**src/rtl/ucode_word_fetch.sv**
```systemverilog
module ucode_word_fetch #(
  parameter int OP_W   = 8,
  parameter int STEP_W = 3,
  parameter int IDX_W  = 2,
  parameter int BYTE_W = 8
) (
  input  logic                            clk,
  input  logic                            rst,
  input  logic [OP_W-1:0]                 opcode,
  output logic                            master_phase,
  output logic [STEP_W-1:0]               ustep,
  output logic                            mem_rd,
  output logic [IDX_W+STEP_W+OP_W-1:0]    mem_addr,
  input  logic [BYTE_W-1:0]               mem_data,
  output logic [(BYTE_W<<IDX_W)-1:0]      ctrl_word
);

  localparam int NBYTES = 1 << IDX_W;
  localparam int WORD_W = BYTE_W * NBYTES;
  localparam int CNT_W  = IDX_W + 2;
  localparam logic [CNT_W-1:0] LAST_LOW = {1'b0, {(CNT_W-1){1'b1}}};
  localparam logic [CNT_W-1:0] LAST     = {CNT_W{1'b1}};

  logic [CNT_W-1:0]  tick;
  logic [IDX_W-1:0]  idx;
  logic              capture;
  logic [WORD_W-1:0] word_nxt;
  logic [BYTE_W-1:0] stage [NBYTES-1];

  assign master_phase = tick[CNT_W-1];
  assign idx          = tick[CNT_W-2:1];
  assign mem_rd       = !rst && !master_phase && !tick[0];
  assign mem_addr     = {idx, ustep, opcode};
  assign capture      = !master_phase && tick[0];

  always_ff @(posedge clk) begin
    if (rst) tick <= '0;
    else     tick <= tick + 1'b1;
  end

  always_ff @(posedge clk) begin
    if (rst)               ustep <= '0;
    else if (tick == LAST) ustep <= ustep + 1'b1;
  end

  for (genvar k = 0; k < NBYTES; k++) begin : g_slice
    if (k == NBYTES - 1) begin : g_last
      assign word_nxt[k*BYTE_W +: BYTE_W] = mem_data;
    end else begin : g_staged
      always_ff @(posedge clk) begin
        if (rst)                             stage[k] <= '0;
        else if (capture && idx == IDX_W'(k)) stage[k] <= mem_data;
      end
      assign word_nxt[k*BYTE_W +: BYTE_W] = stage[k];
    end
  end

  always_ff @(posedge clk) begin
    if (rst)                   ctrl_word <= '0;
    else if (tick == LAST_LOW) ctrl_word <= word_nxt;
  end

  logic [IDX_W:0] rd_seen;
  always_ff @(posedge clk) begin
    if (rst || tick == LAST) rd_seen <= '0;
    else if (mem_rd)         rd_seen <= rd_seen + 1'b1;
  end

  AST_MASTER_RISE: assert property (@(posedge clk) disable iff (rst)
    (tick == LAST_LOW) |=> master_phase);
  AST_FOUR_READS: assert property (@(posedge clk) disable iff (rst)
    (tick == LAST_LOW) |-> (rd_seen == (IDX_W+1)'(NBYTES)));
  AST_WORD_HOLD: assert property (@(posedge clk) disable iff (rst)
    (tick != LAST_LOW) |=> $stable(ctrl_word));
  AST_STEP_HOLD: assert property (@(posedge clk) disable iff (rst)
    (tick != LAST) |=> $stable(ustep));
  AST_STEP_WRAP: assert property (@(posedge clk) disable iff (rst)
    (tick == LAST && ustep == {STEP_W{1'b1}}) |=> (ustep == '0));
  AST_RESET_CLEAR: assert property (@(posedge clk)
    rst |=> (ctrl_word == '0 && ustep == '0 && !master_phase));

endmodule

```
**config.mk**
```make
export PLATFORM = sky130hd
export DESIGN_NAME = ucode_word_fetch
export DESIGN_NICKNAME = d
export VERILOG_FILES = /design/src/rtl/ucode_word_fetch.sv
export SDC_FILE = /design/constraint.sdc
export NUM_CORES = 1
export LEC_CHECK = 0
export BUFFER_PORTS_ARGS = -buffer_cell sky130_fd_sc_hd__buf_2
export CORE_ASPECT_RATIO = 1.5
export CORE_MARGIN = 2
export CORE_UTILIZATION = 48
export CTS_BUF_LIST = sky130_fd_sc_hd__clkbuf_16
export CTS_CLUSTER_SIZE = 40
export DETAILED_ROUTE_END_ITERATION = 8
export PLACE_DENSITY = 0.76
export SETUP_SLACK_MARGIN = 0.05
export SLEW_MARGIN = 20
export SYNTH_ARGS = -nofsm -noshare
export SYNTH_HDL_FRONTEND = slang
export SYNTH_SLANG_ARGS = --single-unit
```
**constraint.sdc**
```tcl
create_clock -name clk -period 1.5 [get_ports clk]
set_clock_uncertainty 0.2 [all_clocks]
set_input_delay 0.3 -clock clk [delete_from_list [all_inputs] [get_ports clk]]
set_output_delay 0.3 -clock clk [all_outputs]
set_load 0.005 [all_outputs]
```
; After elaboration in Yosys (flattened, before gate mapping)
; Memories as Yosys holds them, arrays and structs flattened. A register that Yosys moved wholly into a read port is not among the register bits.
; Cells that the tools add are included.
[totals]
regBits = 39
ramBits = 24
input_bits = 18
mem_count = 1
[classes]
n_addsub = 2
n_eq_ne = 4
mux = 14
bitwise_logic = 3
n_reduce_logical = 10
[memory_table]
columns = name, depth, word_bits, rd, rd_clocked_by_memory_dff, wr, line_no
row1 = stage, 3, 8, 3, 3, 3, 28  ; logic [BYTE_W-1:0] stage [NBYTES-1];
[op_table]
columns = op, n
row1 = $mux W8, 3
row2 = $mux W1, 11
row3 = $logic_and A1 B1 Y1, 6
row4 = $add A4 B1 Y4 const B, 1
row5 = $eq A4 B3 Y1 const B, 1
row6 = $eq A4 B4 Y1 const B, 1
row7 = $add A3 B1 Y3 const B, 1
row8 = $logic_not A1 Y1, 3
row9 = $or A1 B1 Y1, 3
row10 = $eq A2 B1 Y1 const B, 1
row11 = $eq A2 B2 Y1 const B, 1
row12 = $logic_not A2 Y1, 1

; Longest topological paths before layout
; Gate-level depths: netlist of run 1.
[depth]
depth_word = 7
depth_mapped = 5
mapped_depth_nobuf = 3

; Least setup slack after synthesis of run 1
; OpenSTA, ideal clock, no wires.
[synth_path]
path_type = register to register
from = register tick[1]
to = register ctrl_word[0], read port of stage
setup_ns = 0.072
arrival_ns = 1.283
required_ns = 1.228
path_slack_ns = -0.055
stages_incl_launch_ff = 6
path_buffers = 2
synth_period_minus_slack_ns = 1.555
cell_sequence = dfxtp_1 -> ha_1 -> and3b_1 -> buf_6 -> buf_6 -> mux2i_1
[synth_between]
elab_chain_len = 1
[synth_rtl]
columns = element, line_no
row1 = start: declaration, 24  ; logic [CNT_W-1:0] tick;
row2 = start signal: assignment, 38  ; else tick <= tick + 1'b1;
row3 = $eq A4 B3 Y1, 60  ; else if (tick == LAST_LOW) ctrl_word <= word_nxt;
row4 = end: declaration, 15  ; output logic [(BYTE_W<<IDX_W)-1:0] ctrl_word
; Every way passes these cells.
; A chain may end at the register's enable or synchronous reset.

==> results.md, run 1 <==
* Final instance area at 3760 sq um
* R2r startpoint: tick[0]$_SDFF_PP0_
* Grt ovf at 0
* Slowest stage delay, CP at ~0.38 ns
* Number of I/O pins at 68
* Critical Path RT at around 1.3 ns
* Met1 Resource Use GR at 21.6%
* Setup violators final at 47
* Cell area after synthesis at 2850 sq um
* First-pass GRT wire length at approximately 8700 um
* FF-to-FF End: stage[0][6]$_SDFFCE_PN0P_
* GP Congestion at approximately 0.85
* Hold Path End: ctrl_word[30]$_SDFFE_PP0N_
* Via count at between 1500 and 2000
* Post-synth EDFFs at 24
* Layout cells sized above 1 at approximately 40%
* Initial antenna violation count at 0
* CTS sink cnt at 63
* CP delay by family, top: flip-flops
* Leak Pwr at 1.52 nW
* Asr flop ratio synth at 0%
* Total Wirelength at roughly 5600 um
* Met3 global-route usage at 3.46%
* Worst path cell trace: nor3b_1 > a21o_1 > buf_12
* Die area at between 6000 and 7000 sq um
* Nets at 326
* Routed Antenna Nets at 0
* 1st-iter DRT viols at 85
* Num CTS Buffers at 9
* WHS at about 0.1 ns
* IO buf count at 51
* Yosys top cell by area: dfxtp_1
* WL per Instance at ~15 um
* Failing checks: setup timing
* Dpl hpwl at around 3500 um
* Post-synth top area share at between 20% and 30%
* CP max stage cell: dfxtp_4
* All-Layer GR Usage at about 18%
* Hold path startpoint: mem_data[6]
* Hold Vio Cnt, Final at 0
* Top post-synthesis cells by area: dfxtp_1, edfxtp_1, nand2b_1
* Clk buf depth at 2
* Sequential area share after synthesis at 52.7%
* Number of global-route vias before repair at between 1500 and 2000
* Vias per inst at about 4.9
* Root buf cell: clkbuf_16
* Die H at just under 100 um
* CTS tree: yes
* Arr. time, crit path at ~1.4 ns
* Slew Viols, Final at 0
* Fin util at approximately 65%
* Status: finished, violations left
* Period Utilization, post-route at 105%
* DRT Pass-1 Iters at 4
* WHS Path Cells at 3
* Synth cell types at 25
* Crit path kind: flop to flop
* Syn Area/Cell at 11.6 sq um
* Primary FF master, synth: dfxtp_1
* DRC at 0
* Most frequent cells after synthesis: nand2b_1, dfxtp_1, mux2i_1
* Ant diodes at 0
* Site row count at 34
* Worst slew pin tran at between 0.3 and 0.4 ns
* Post-route setup slack at -0.0681 ns
* Achievable frequency at ~640 MHz
* Syn. warnings at 0
* Worst Setup End Kind: flop
* Power per cell area at ~1100 nW/um^2
* Crit Path Max Fanout at 8
* Skew-Pair Late Insertion Delay at 0.32 ns
* Final TNS setup at -1.44 ns
* Area grow syn2layout at 31.8%
* Syn Inst Count at about 250
* Core footprint at 5790 sq um
* Peak VDD IR at just over 900 uV
* Slew margin rel. at between 70% and 80%
* Largest net degree at the start of global routing at between 40 and 50
* Reg2reg path depth at 3
* Placed Area at approximately 3200 sq um
* Reg2Reg Setup Slack at -0.07 ns
* Initial Utilization at about half
* Startpoint types: flop
* Die W at about 67 um
* Top Usage Layer GRT: met2
* Cts hold-fix bufs at 0
* Synth Register Bits at between 60 and 70
* RSZ-0062 raised after global routing: yes
* Synth Net Count at 265
* H-tree Lvls at 3
* Class of the worst hold path: input pin to flop
* Max-cap violations at 0
* Pre-CTS setup slack at -0.0529 ns
* Period minus WS final at approximately 1.6 ns
* CP Buf/Inv Count at 1
* Reg clk slew, reported paths at ~0.050 ns
* Dominant cell by count in the synthesized netlist: nand2b_1
* Met2 Resource Use GR at 29.5%
sequential cells by signal, summed over array words and instances (netlist names):
name       cells
stage         24
tick           4
ustep          3
ctrl_word     32
kinds of logic (layout without fill, tap and decap cells):
logic type,Yosys count,after routing,synth area share [%]
simple gates,107,107,24.5
flops,63,63,52.7
mux,36,36,12.8
buf+inv,33,99,8.03
compound gates,3,3,0.877
fa+ha+maj,2,2,0.877
xor+xnor,1,1,0.307
worst max-delay path by stage:
| stage | start | endpoint | slack [ns] | cells past startpoint |
|---|---|---|---|---|
| 3_3_place_gp | tick[3]$_SDFF_PP0_ | stage[0][4]$_SDFFCE_PN0P_ | 0.009 | 3 |
| 5_1_grt | tick[0]$_SDFF_PP0_ | stage[0][1]$_SDFFCE_PN0P_ | -0.15 | 3 |
| 6_report | tick[0]$_SDFF_PP0_ | stage[0][6]$_SDFFCE_PN0P_ | -0.07 | 3 |
| 3_5_place_dp | tick[1]$_SDFF_PP0_ | ctrl_word[20]$_SDFFE_PP0N_ | -0.05 | 4 |
| 4_1_cts | tick[0]$_SDFF_PP0_ | mem_rd | -0.08 | 3 |
| 2_1_floorplan | tick[2]$_SDFF_PP0_ | stage[2][0]$_SDFFCE_PN0P_ | -0.007 | 3 |
layer usage:
| layer | vias up | wire [um] |
|---|---|---|
| met2 | 48 | 2870 |
| met4 | 0 | 153 |
| li1 | 937 | - |
| met5 | - | 0 |
| met1 | 871 | 2380 |
| met3 | 11 | 222 |
stage by stage:
stage / total power [mW] / cells
finish: 4.10 / 383
global route: 4.26 / 383
CTS: 4.11 / 378
detailed placement: 2.14 / 356
global placement: 2.13 / 356
floorplan: 2.06 / 245
report_power, final:
part,switching [mW],internal [mW],leakage (nW)
Clock,0.686,1.26,0.143
Combinational,0.138,0.156,0.811
Sequential,0.0295,1.83,0.569
cell usage in the layout, fill, tap and decap left out, types with 3 or more instances in the layout:
cell type / instances
and3_4: 15
buf_12: 5
mux2i_1: 33
inv_1: 3
buf_4: 17
nor3b_1: 5
buf_2: 49
dfxtp_1: 35
mux2_2: 3
clkbuf_16: 11
nand2b_1: 66
nor3b_2: 4
dfxtp_4: 4
buf_6: 7
edfxtp_1: 24
nor2_1: 5
nor2b_1: 4
layout make-up:
| type | count | area, sq um |
|---|---|---|
| Sequential cell | 63 | 1520 |
| Inverter | 2 | 11.3 |
| Timing Repair Buffer | 81 | 617 |
| Clock buffer | 9 | 225 |
| Tap cell | 72 | 90.1 |
| Fill cell | 456 | 2030 |
| Clock inverter | 7 | 57.6 |
| Multi-Input combinational cell | 149 | 1240 |
what timing repair did:
action | in CTS | in global routing
gates resized for setup | 26 | 11
gates cloned | 0 | 2
setup endpoints to repair | 52 | 80
buffers inserted | 6 | 3
pin swaps | 13 | 4
worst register-to-register path: cells and delay by family (launching register included):
family | cells | cell delay, ns
buf+inv | 1 | 0.13
simple gates | 1 | 0.36
flops | 1 | 0.38
compound gates | 1 | 0.22
No activity file was read; power rests on OpenSTA's default activity.
==> inputs of run 2 (changes only) <==
--- a/config.mk
+++ b/config.mk
@@ -6,13 +6,16 @@
 export NUM_CORES = 1
 export LEC_CHECK = 0
 export BUFFER_PORTS_ARGS = -buffer_cell sky130_fd_sc_hd__buf_2
+export CELL_PAD_IN_SITES_DETAIL_PLACEMENT = 1
+export CELL_PAD_IN_SITES_GLOBAL_PLACEMENT = 1
 export CORE_ASPECT_RATIO = 1.5
 export CORE_MARGIN = 2
-export CORE_UTILIZATION = 48
+export CORE_UTILIZATION = 37
 export CTS_BUF_LIST = sky130_fd_sc_hd__clkbuf_16
 export CTS_CLUSTER_SIZE = 40
 export DETAILED_ROUTE_END_ITERATION = 8
-export PLACE_DENSITY = 0.76
+export GPL_ROUTABILITY_DRIVEN = 1
+export PLACE_DENSITY_LB_ADDON = 0.1
 export SETUP_SLACK_MARGIN = 0.05
 export SLEW_MARGIN = 20
 export SYNTH_ARGS = -nofsm -noshare
==> run 2 against run 1 <==
The run still ends with setup timing left. Routed wire length up 18%. Sequential cell count unchanged. Via count up 3.9%. Count of clock-buffer cells in the layout unchanged. Cell count up 9.9%. Utilization down 13 points. Sequential power about the same. Design area up 4.5%. Worst hold slack worse by 0.021 ns. Critical path depth unchanged. Largest power group unchanged. Highest routed layer unchanged.
==> results.md, run 2 (synthesis gave the netlist of run 1 again) <==
* Total Wirelength at 6640 um (+18%)
* Worst Setup End Kind: primary output
* Achievable frequency at 630 MHz (-1.3%)
* Ant diodes at 0 (unchanged)
* Area grow syn2layout at 37.8%
* CTS sink cnt at 63 (unchanged)
* Routed Antenna Nets at 0 (unchanged)
* Hold Vio Cnt, Final at 0 (unchanged)
* IO buf count at 51 (unchanged)
* DRT Pass-1 Iters at 4 (unchanged)
* Die H at 112 um (+13%)
* Layout cells sized above 1 at 42.0% (+1.8 points)
* Vias per inst at 4.61 (-5.5%)
* Setup violators final at 44 (-6.4%)
* Die area at 8440 sq um (+28%)
* Most frequent cells in the layout: nand2b_1, buf_2, dfxtp_1
* Power per cell area at 1100 nW/um^2 (+1.2%)
* Worst slew pin tran at 0.225 ns (-0.154 ns)
* Crit Path Max Fanout at 2 (-6)
* Period Utilization, post-route at 106% (+1.3 points)
* Biggest register: ctrl_word
* Wire length on met2 at 3450 um (+20%)
* Worst setup startpoint: tick[3]$_SDFF_PP0_
* First-pass GRT wire length at 10500 um (+21%)
* Largest net degree at the start of global routing at 42 (-6.7%)
* Critical Path Sink: mem_rd
* Startpoint types: flop
* Routed length on met3 at 316 um (+42%)
* Crit path kind: flop to primary output
* R2r startpoint: tick[0]$_SDFF_PP0_
* DRC at 0 (unchanged)
* Cts hold-fix bufs at 0 (unchanged)
* Largest regs: ctrl_word (32), stage (24), tick (4)
* Reg2reg path depth at 6 (+3)
* Class of the worst hold path: input pin to flop
* Initial antenna violation count at 0 (unchanged)
* Pre-CTS setup slack at -0.0387 ns (+0.0141 ns)
* Failing checks: setup timing
* Grt ovf at 0 (unchanged)
* Number of I/O pins at 68 (unchanged)
* Post-route setup slack at -0.0882 ns (-0.0201 ns)
* Arr. time, crit path at 1.09 ns (-0.32 ns)
* Skew-Pair Late Insertion Delay at 0.33 ns (about the same)
* RSZ-0062 raised after global routing: yes
* Root buf cell: clkbuf_16
* Routed met1 length at 2730 um (+15%)
* Max-cap violations at 0 (unchanged)
* WHS at 0.0803 ns (-0.0206 ns)
* Most common cell after layout, fill and taps aside: nand2b_1
* All-Layer GR Usage at 17.3% (-0.44 points)
* Status: finished, violations left
* Slew Viols, Final at 0 (unchanged)
* Reg2Reg Setup Slack at -0.09 ns (-0.02 ns)
* Dpl hpwl at 4140 um (+19%)
* Initial Utilization at 37.7% (-12 points)
* Reg clk slew, reported paths at 0.05 ns (about the same)
* FF-to-FF End: ctrl_word[31]$_SDFFE_PP0N_
* Leak Pwr at 1.62 nW (+6.5%)
* Largest register FFs at 32 (unchanged)
* Via count at 1939 (+3.9%)
* Clk buf depth at 2 (unchanged)
* Site row count at 39 (+15%)
* Nets at 335 (+2.8%)
* Fin util at 51.9% (-13 points)
* Peak VDD IR at 655 uV (-29%)
* Die W at 75.7 um (+13%)
* 1st-iter DRT viols at 57 (-33%)
* Num CTS Buffers at 9 (unchanged)
* Max layer used: met4
* H-tree Lvls at 3 (unchanged)
* WL per Instance at 15.8 um (+7.4%)
* Core footprint at 7560 sq um (+31%)
* Slew margin rel. at 85.0% (+10 points)
* CTS tree: yes
* Number of global-route vias before repair at 2042 (+13%)
* GP Congestion at 0.774 (-9.2%)
* Period minus WS final at 1.59 ns (+0.0201 ns)
* Critical Path RT at 1.00 ns (-0.34 ns)
run 2: changes by cell type in the layout (fill, tap and decap cells not counted), moves of 3 or more:
cell | before | now
and3_4 | 15 | 6
buf_6 | 7 | 16
and3_2 | 0 | 5
and3_1 | 2 | 6
nor3b_1 | 5 | 2
run 2: worst min-delay path by stage:
stage / startpoint / to / slack [ns] / cells past startpoint
after floorplan: tick[0]$_SDFF_PP0_ / tick[0]$_SDFF_PP0_ / 0.25 / 1
after global placement: ctrl_word[23]$_SDFFE_PP0N_ / ctrl_word[23]$_SDFFE_PP0N_ / 0.26 / 2
after detailed placement: ctrl_word[14]$_SDFFE_PP0N_ / ctrl_word[14]$_SDFFE_PP0N_ / 0.26 / 2
after CTS: mem_data[4] / ctrl_word[28]$_SDFFE_PP0N_ / 0.07 / 3
after global routing: mem_data[0] / ctrl_word[24]$_SDFFE_PP0N_ / 0.09 / 3
final: mem_data[4] / ctrl_word[28]$_SDFFE_PP0N_ / 0.08 / 3
run 2: area by class of cell:
class / instances / area, sq um
clock buffers: 9 / 225
repair buffers: 90 / 736
flip-flops and latches: 63 / 1520
inverters: 2 / 11.3
clock inverters: 6 / 77.6
well taps: 102 / 128
fillers: 822 / 3630
multi-input cells: 149 / 1230
run 2: power breakdown:
group	internal, mW	total (mW)	switching [mW]
Clock	1.42	2.14	0.714
Combinational	0.183	0.335	0.152
Sequential	1.83	1.86	0.0266
Total	3.44	4.33	0.893
run 2: what timing repair did:
item,CTS,global route
buffers inserted,12,7
pin swaps,3,3
gates cloned,3,1
endpoints found under the setup margin,53,78
gates resized for setup,21,23
run 2: critical path: stages, from the launching register on:
cell and delay, ns:
dfxtp_4 0.34, buf_6 0.12, nor3_4 0.17, buf_2 0.13
run 2: metal layers:
metal	vias up	track usage (%)
met2	49	28.1
met3	10	6.15
li1	952	-
met5	-	0
met4	0	7.84
met1	928	20.0
run 2: metrics by stage:
stage          power, mW  instance area, sq um  setup TNS, ns  instances
6_report            4.33                  3930          -1.87        421
3_3_place_gp        2.15                  3240         -0.686        386
4_1_cts             4.35                  3800          -1.90        416
5_1_grt             4.52                  3930          -3.86        421
2_1_floorplan       2.06                  2880        -0.0575        245
3_5_place_dp        2.15                  3240         -0.207        386
